===== src/rtl/isu_pkg.sv =====
package isu_pkg;
  // Status bit positions. Software decodes these, so they are fixed.
  localparam int unsigned B_TX_REQ  = 0;
  localparam int unsigned B_RX_TRIG = 1;
  localparam int unsigned B_RX_TMO  = 2;
  localparam int unsigned B_FRAME   = 3;
  localparam int unsigned B_BREAK   = 4;
  localparam int unsigned B_OVERRUN = 5;
  localparam int unsigned B_TX_SET  = 6;
  localparam int unsigned N_EVENTS  = 6;
  localparam int unsigned N_STATUS  = 7;

  // Control positions of the three group enables.
  localparam int unsigned C_TX_EN   = 5;
  localparam int unsigned C_RX_EN   = 6;
  localparam int unsigned C_ERR_EN  = 7;
  localparam int unsigned MIN_WORD  = 8;

  // A one marks a sticky, write-one-to-clear bit; a zero marks a live level.
  localparam logic [N_EVENTS-1:0] STICKY_MASK = 6'b111001;

  typedef struct packed {
    logic err;
    logic rx;
    logic tx;
  } isu_en_t;
endpackage


===== src/rtl/isu_status_bit.sv =====
module isu_status_bit #(
  parameter bit STICKY = 1'b1
) (
  input  logic clk,
  input  logic rst,
  input  logic ev_i,
  input  logic clr_i,
  output logic nxt_o,
  output logic q_o
);
  generate
    if (STICKY) begin : g_sticky
      // A new event takes priority over a clear in the same cycle.
      assign nxt_o = ev_i | (q_o & ~clr_i);
    end else begin : g_live
      assign nxt_o = ev_i;
    end
  endgenerate

  always_ff @(posedge clk) begin
    if (rst) q_o <= 1'b0;
    else     q_o <= nxt_o;
  end
endmodule


===== src/rtl/isu_enable_reg.sv =====
module isu_enable_reg
  import isu_pkg::*;
#(
  parameter int unsigned WORD_W = 32
) (
  input  logic              clk,
  input  logic              rst,
  input  logic              ctl_wr,
  input  logic [WORD_W-1:0] wr_data,
  output isu_en_t           en_nxt,
  output isu_en_t           en_q
);
  always_comb begin
    en_nxt = en_q;
    if (ctl_wr) begin
      en_nxt.tx  = wr_data[C_TX_EN];
      en_nxt.rx  = wr_data[C_RX_EN];
      en_nxt.err = wr_data[C_ERR_EN];
    end
  end

  always_ff @(posedge clk) begin
    if (rst) en_q <= '0;
    else     en_q <= en_nxt;
  end
endmodule


===== src/rtl/isu_irq_gate.sv =====
module isu_irq_gate
  import isu_pkg::*;
(
  input  logic                clk,
  input  logic                rst,
  input  logic [N_EVENTS-1:0] st_q,
  input  isu_en_t             en_q,
  output logic                irq_o
);
  logic grp_tx, grp_rx, grp_err;

  always_comb begin
    grp_tx  = en_q.tx  & st_q[B_TX_REQ];
    grp_rx  = en_q.rx  & (st_q[B_RX_TRIG] | st_q[B_RX_TMO]);
    grp_err = en_q.err & (st_q[B_FRAME] | st_q[B_BREAK] | st_q[B_OVERRUN]);
  end

  always_ff @(posedge clk) begin
    if (rst) irq_o <= 1'b0;
    else     irq_o <= grp_tx | grp_rx | grp_err;
  end
endmodule


===== src/rtl/isu_irq_status.sv =====
module isu_irq_status
  import isu_pkg::*;
#(
  parameter int unsigned WORD_W = 32
) (
  input  logic              clk,
  input  logic              rst,
  input  logic              ev_tx_req,
  input  logic              rx_trig_lvl,
  input  logic              rx_tmo_lvl,
  input  logic              ev_frame,
  input  logic              ev_break,
  input  logic              ev_overrun,
  input  logic              stat_wr,
  input  logic              ctl_wr,
  input  logic [WORD_W-1:0] wr_data,
  input  logic              stat_rd,
  output logic [WORD_W-1:0] status_o,
  output logic [WORD_W-1:0] rd_data,
  output logic              irq_o
);
  // WORD_W must be at least MIN_WORD so that the enable positions exist.
  localparam int unsigned PAD_W = WORD_W - N_STATUS;

  logic [N_EVENTS-1:0] ev_vec;
  logic [N_EVENTS-1:0] clr_vec;
  logic [N_EVENTS-1:0] st_nxt;
  logic [N_EVENTS-1:0] st_q;
  logic                tx_set_q;
  isu_en_t             en_nxt;
  isu_en_t             en_q;

  assign ev_vec[B_TX_REQ]  = ev_tx_req;
  assign ev_vec[B_RX_TRIG] = rx_trig_lvl;
  assign ev_vec[B_RX_TMO]  = rx_tmo_lvl;
  assign ev_vec[B_FRAME]   = ev_frame;
  assign ev_vec[B_BREAK]   = ev_break;
  assign ev_vec[B_OVERRUN] = ev_overrun;

  assign clr_vec = stat_wr ? wr_data[N_EVENTS-1:0] : '0;

  for (genvar i = 0; i < N_EVENTS; i++) begin : g_bit
    isu_status_bit #(
      .STICKY(STICKY_MASK[i])
    ) u_bit (
      .clk   (clk),
      .rst   (rst),
      .ev_i  (ev_vec[i]),
      .clr_i (clr_vec[i]),
      .nxt_o (st_nxt[i]),
      .q_o   (st_q[i])
    );
  end

  isu_enable_reg #(
    .WORD_W(WORD_W)
  ) u_en (
    .clk     (clk),
    .rst     (rst),
    .ctl_wr  (ctl_wr),
    .wr_data (wr_data),
    .en_nxt  (en_nxt),
    .en_q    (en_q)
  );

  // Transmit-set flag is formed from next-state values so it lines up with bit 0.
  always_ff @(posedge clk) begin
    if (rst) tx_set_q <= 1'b0;
    else     tx_set_q <= st_nxt[B_TX_REQ] & en_nxt.tx;
  end

  isu_irq_gate u_gate (
    .clk   (clk),
    .rst   (rst),
    .st_q  (st_q),
    .en_q  (en_q),
    .irq_o (irq_o)
  );

  assign status_o = {{PAD_W{1'b0}}, tx_set_q, st_q};

  always_ff @(posedge clk) begin
    if (rst)          rd_data <= '0;
    else if (stat_rd) rd_data <= status_o;
  end
endmodule


===== config.mk =====
export PLATFORM = sky130hd
export DESIGN_NAME = isu_irq_status
export DESIGN_NICKNAME = d
export VERILOG_FILES = /design/src/rtl/isu_pkg.sv /design/src/rtl/isu_status_bit.sv /design/src/rtl/isu_enable_reg.sv /design/src/rtl/isu_irq_gate.sv /design/src/rtl/isu_irq_status.sv
export SDC_FILE = /design/constraint.sdc
export NUM_CORES = 1
export LEC_CHECK = 0
export BUFFER_PORTS_ARGS = -buffer_cell sky130_fd_sc_hd__buf_2
export CAP_MARGIN = 10
export CORE_ASPECT_RATIO = 1.2
export CORE_MARGIN = 3
export CORE_UTILIZATION = 27
export DETAILED_ROUTE_END_ITERATION = 10
export GPL_TIMING_DRIVEN = 0
export RECOVER_POWER = 50
export SLEW_MARGIN = 15
export SYNTH_ARGS = -nofsm -noshare
export SYNTH_HDL_FRONTEND = slang
export SYNTH_SLANG_ARGS = --single-unit

===== constraint.sdc =====
create_clock -name clk -period 1.25 [get_ports clk]
set_input_delay 0.25 -clock clk [delete_from_list [all_inputs] [get_ports clk]]
set_output_delay 0.25 -clock clk [all_outputs]
set_load 0.01 [all_outputs]

==> results of run 1 <==
-- worst register-to-register path, cell delays in order (launching register included) --
cell,delay (ns)
dfxtp_1,0.38
a21bo_2,0.25
a211oi_2,0.22
-- power groups by stage --
| stage | clock (mW) | sequential (mW) | combinational (mW) |
|---|---|---|---|
| 6_report | 0.464 | 0.626 | 0.340 |
| 3_3_place_gp | 0 | 0.638 | 0.334 |
| 4_1_cts | 0.480 | 0.626 | 0.337 |
| 5_1_grt | 0.496 | 0.630 | 0.375 |
| 3_5_place_dp | 0 | 0.639 | 0.337 |
| 2_1_floorplan | 0 | 0.640 | 0.270 |
-- cell families (layout without fill, tap and decap cells) --
kind of cell	count (synthesis)	after routing	share of synthesized area
compound gates	12	12	0.09294
buf+inv	61	94	0.4200
flops	18	18	0.3388
mux	10	10	0.09412
other cells	1	50	0.003526
simple gates	13	13	0.05059
-- layer usage --
metal,track usage,share of wire,wire length [um]
met3,0.03284,0.16,301
met5,0,0,0
met2,0.1208,0.46,891
met4,0.04317,0.018,34
met1,0.08022,0.36,695
-- worst paths after layout --
kind / end / slack (ns) / cells past startpoint
hold reg to reg: u_en.en_q[1]$_SDFFE_PP0P_ / 0.49 / 2
setup / recovery: status_o[3] / 0.12 / 2
hold / removal: g_bit[1].u_bit.q_o$_SDFF_PP0_ / 0.21 / 2
setup reg to reg: tx_set_q$_SDFF_PP0_ / 0.32 / 2
-- layout make-up --
cell class	instances	share of cell area
Buffer	60	0.2916
Clock buffer	4	0.03645
Inverter	1	0.002485
Multi-Input combinational cell	85	0.2916
Sequential cell	18	0.2386
Tap cell	52	0.04308
Timing Repair Buffer	29	0.09611
-- state kept, by name (all words and copies together), names as in the netlist --
name / cells
g_bit.u_bit.q_o: 6
rd_data: 7
tx_set_q: 1
u_en.en_q: 3
u_gate.irq_o: 1
-- Yosys cell counts --
| master | n |
|---|---|
| conb_1 | 1 |
| o31ai_1 | 1 |
| nor2b_1 | 2 |
| mux2i_1 | 10 |
| a21bo_2 | 1 |
| clkbuf_2 | 1 |
| nor2_1 | 10 |
| a21boi_0 | 3 |
| inv_1 | 1 |
| a21oi_1 | 1 |
| o21ai_0 | 1 |
| a31oi_1 | 1 |
| dfxtp_1 | 18 |
| buf_2 | 2 |
| buf_4 | 57 |
| a211oi_2 | 1 |
| o21ba_2 | 3 |
| nand2_1 | 1 |
-- per-stage QoR --
stage / instance area [um2] / worst slack [ns] / cells / utilization
2_1_floorplan: 1247 / 0.4245 / 164 / -
3_3_place_gp: 1458 / 0.3410 / 245 / 0.3915
3_5_place_dp: 1458 / 0.3134 / 245 / 0.3915
4_1_cts: 1513 / 0.1200 / 249 / 0.4063
5_1_grt: 1510 / 0.06642 / 249 / 0.4056
6_report: 1510 / 0.1159 / 249 / 0.4056
==> out/metrics.csv, run 1 <==
metric,value,unit
synth top area cells,"buf_4, dfxtp_1, mux2i_1",
Multi-input gate area,440.4,um2
CTS root buf,clkbuf_8,
DRT Pass-1 Iters,4,
num rows,24,
Register Area,360.3,um2
CP top delay family,flip-flops,
CTS H-Tree Depth,1,
fin nets,241,
initial drt markers,33,
global-route wire length before repair,2677,um
Die H,74.75,um
max_cap viols,0,
clock share of power,0.324,
Num Clock Sinks,18,
Power Density,946.3,nW/um2
Int Pwr,1.070,mW
share of cells above drive strength 1,0.4873,
RSZ-0062 raised after global routing,false,
CP Launch Point,g_bit[3].u_bit.q_o$_SDFF_PP0_,
Slew Limit Fails,0,
final routed DRC violation total,0,
Yosys top cell by area,buf_4,
WL final,1922,um
vias in the first global route,597,
WP data required,1.00,ns
Placeable Area,3724,um2
share of the synthesized area in the top cell type,0.4024,
Switching Fraction,0.2512,
post-route ant nets,0,
CP max FO,4,
# IOs,108,
Starting Density,0.2856,
Mapped Area,1064,um2
worst hold margin,0.2062,ns
CP bufs+invs,2,
hold buffers post-CTS,0,
Fin. Hold Viols,0,
Antenna Diode Count,0,
GRT Resource Usage Total,0.07373,
die area,4731,um2
"Clk Latency, worst-skew pair",0.25,ns
Post-CTS Setup Inserts,0,
number of port buffers,29,
Logic pwr share,0.238,
GP Congestion,0.6747,
total power,1.429,mW
P_sw,0.3589,mW
routed vias,784,
number of unique standard cell types used by synthesis,18,
critical path's largest stage delay,0.39,ns
worst path arrival time,0.88,ns
"commonest non-fill, non-tap cell in the layout",buf_4,
Ys Warns,0,
largest net degree at the start of global routing,11,
routed vias/inst,3.149,
CTS tree,yes,
crit-path cells,"buf_4, buf_2",
HPWL Detailed,1673,um
R2R Path Start,g_bit[0].u_bit.q_o$_SDFF_PP0_,
setup violators final,0,
fillcell total,426,
Worst Setup Path Type,flip-flop to output port,
slowest CP cell,dfxtp_1,
GRT Residual Overflow,0,
Worst setup SP type,flip-flop,
crit path time final,1.134,ns
Syn-to-layout area delta,42.00,%
Worst VDD drop,0.3097,mV
CP endpoint kind,output port,
Worst-path clk slew,0.06,ns
register share of total power,0.438,
CTS max path bufs,2,
syn avg cell area,9.248,um2
#FFs+latches synth,18,
CTS-repair resized insts,0,
average wire per standard cell,7.719,um
initial antenna violation count,0,
Cells after Synth,115,
Num CTS Buffers,3,
status,completed,
min-delay src,rx_trig_lvl,
Die Span X,63.29,um
setup tns final,0,ns
sequential area share after synthesis,0.3388,
period utilisation layout,0.9073,
"commonest non-fill, non-tap cells in the layout","buf_4, conb_1, buf_2, dfxtp_1",
Tightest Hold Check Type,input port to flip-flop,
leakage power,0.8979,nW
fmax,0.8817,GHz
skew final,0.001485,ns
Note: power is estimated with default switching activity, not from simulation.
==> run 2: changes to the inputs <==
- CORE_MARGIN: 3 -> 5
==> run 2 against run 1 <==
Via count shrank 1.8%. Register-to-register slack is essentially flat. Setup slack gained 0.0079 ns. Clock power rose by 2%. Fmax grew 0.70%. Core utilization fell by 1.6 points. Largest cell class unchanged.
==> out/metrics.csv, run 2 (synthesis results as in run 1) <==
metric,value,unit,change
WP data required,1.00,ns,about the same
vias in the first global route,698,,was 597
setup violators final,0,,unchanged
Worst setup SP type,flip-flop,,unchanged
Fin. Hold Viols,0,,unchanged
fin nets,241,,unchanged
Syn-to-layout area delta,42.24,%,was 42.00%
CTS H-Tree Depth,1,,unchanged
CP endpoint kind,output port,,unchanged
crit-path cells,"buf_4, buf_2",,unchanged
Antenna Diode Count,0,,unchanged
Worst-path clk slew,0.07,ns,was 0.06 ns
met2 Resource Use GR,0.1190,,was 0.1208
WL final,2067,um,was 1922 um
biggest regs,"rd_data x7, g_bit.u_bit.q_o x6, u_en.en_q x3",,unchanged
hold buffers post-CTS,0,,unchanged
GP Congestion,0.6190,,was 0.6747
Die H,78.75,um,was 74.75 um
CP top delay family,flip-flops,,unchanged
Post-CTS Setup Inserts,0,,unchanged
met1 Track Usage GR,0.08673,,was 0.08022
final routed DRC violation total,0,,unchanged
met3 usage,0.02405,,was 0.03284
die area,5299,um2,was 4731 um2
CP bufs+invs,2,,unchanged
setup tns final,0,ns,unchanged
RSZ-0062 raised after global routing,false,,unchanged
GRT Residual Overflow,0,,unchanged
CTS-repair resized insts,0,,unchanged
total power,1.438,mW,was 1.429 mW
slowest CP cell,dfxtp_1,,unchanged
DRT Pass-1 Iters,2,,was 4
fmax,0.8880,GHz,was 0.8817 GHz
Num CTS Buffers,3,,unchanged
largest net degree at the start of global routing,11,,unchanged
Tightest Hold Check Type,input port to flip-flop,,unchanged
Power Density,950.8,nW/um2,was 946.3 nW/um2
Reg with most FFs,rd_data,,unchanged
share of cells above drive strength 1,0.4873,,unchanged
routed vias/inst,3.068,,was 3.149
routed vias,770,,was 784
CTS max path bufs,2,,unchanged
max_cap viols,0,,unchanged
Num Clock Sinks,18,,unchanged
Placeable Area,3879,um2,was 3724 um2
CTS root buf,clkbuf_8,,unchanged
"commonest non-fill, non-tap cells in the layout","buf_4, conb_1, buf_2, dfxtp_1",,unchanged
Worst VDD drop,0.3682,mV,was 0.3097 mV
# IOs,108,,unchanged
critical path's largest stage delay,0.39,ns,about the same
number of port buffers,29,,unchanged
crit path time final,1.126,ns,was 1.134 ns
"commonest non-fill, non-tap cell in the layout",buf_4,,unchanged
Starting Density,0.2742,,was 0.2856
Slew Limit Fails,0,,unchanged
initial antenna violation count,0,,unchanged
post-route ant nets,0,,unchanged
GRT Resource Usage Total,0.07663,,was 0.07373
CP max FO,4,,unchanged
leakage power,0.8979,nW,unchanged
period utilisation layout,0.9010,,was 0.9073
HPWL Detailed,1819,um,was 1673 um
CTS tree,yes,,unchanged
"Clk Latency, worst-skew pair",0.25,ns,about the same
Worst Setup Path Type,flip-flop to output port,,unchanged
max reg flops,7,,unchanged
Die Span X,67.29,um,was 63.29 um
"Most Used Layer, Global Route",met2,,unchanged
status,completed,,unchanged
skew final,0.004598,ns,was 0.001485 ns
initial drt markers,9,,was 33
worst path arrival time,0.88,ns,about the same
num rows,25,,was 24
average wire per standard cell,8.235,um,was 7.719 um
global-route wire length before repair,3077,um,was 2677 um
==> run 2: per-stage QoR <==
| step | instance area (um2) | hold slack (ns) | util | std cells | setup slack (ns) |
|---|---|---|---|---|---|
| after floorplan | 1247 | 0.3782 | - | 164 | 0.4245 |
| after global placement | 1460 | 0.4674 | 0.3765 | 247 | 0.3464 |
| after detailed placement | 1460 | 0.4633 | 0.3765 | 247 | 0.3302 |
| after CTS | 1515 | 0.2000 | 0.3906 | 251 | 0.1131 |
| after global routing | 1513 | 0.1986 | 0.3900 | 251 | 0.06741 |
| final | 1513 | 0.2020 | 0.3900 | 251 | 0.1238 |
==> run 2: final timing paths <==
| check | from | endpoint | slack (ns) | cells after the start |
|---|---|---|---|---|
| setup / recovery | g_bit[3].u_bit.q_o$_SDFF_PP0_ | status_o[3] | 0.12 | 2 |
| hold / removal | rx_trig_lvl | g_bit[1].u_bit.q_o$_SDFF_PP0_ | 0.20 | 2 |
| setup reg to reg | g_bit[0].u_bit.q_o$_SDFF_PP0_ | tx_set_q$_SDFF_PP0_ | 0.33 | 2 |
| hold reg to reg | rd_data[3]$_SDFFE_PP0P_ | rd_data[3]$_SDFFE_PP0P_ | 0.49 | 2 |
==> run 2: final cells by class <==
type	count	area, um2
inverters	1	3.754
well taps	54	67.56
fillers	427	2366
repair buffers	29	145.1
multi-input cells	85	440.4
clock buffers	4	55.05
flip-flops and latches	18	360.3
plain buffers	60	440.4
==> run 2: report_power, final <==
part,switching (mW),leakage [nW],internal [mW]
Clock,0.191,0.0288,0.280
Combinational,0.156,0.721,0.185
Sequential,0.0204,0.149,0.606
Total,0.368,0.898,1.07
==> run 2: routing by layer <==
layer | vias to the layer above | routed length, um
met2 | 56 | 896
li1 | 421 | -
met5 | - | 0
met4 | 0 | 59
met1 | 289 | 833
met3 | 4 | 277
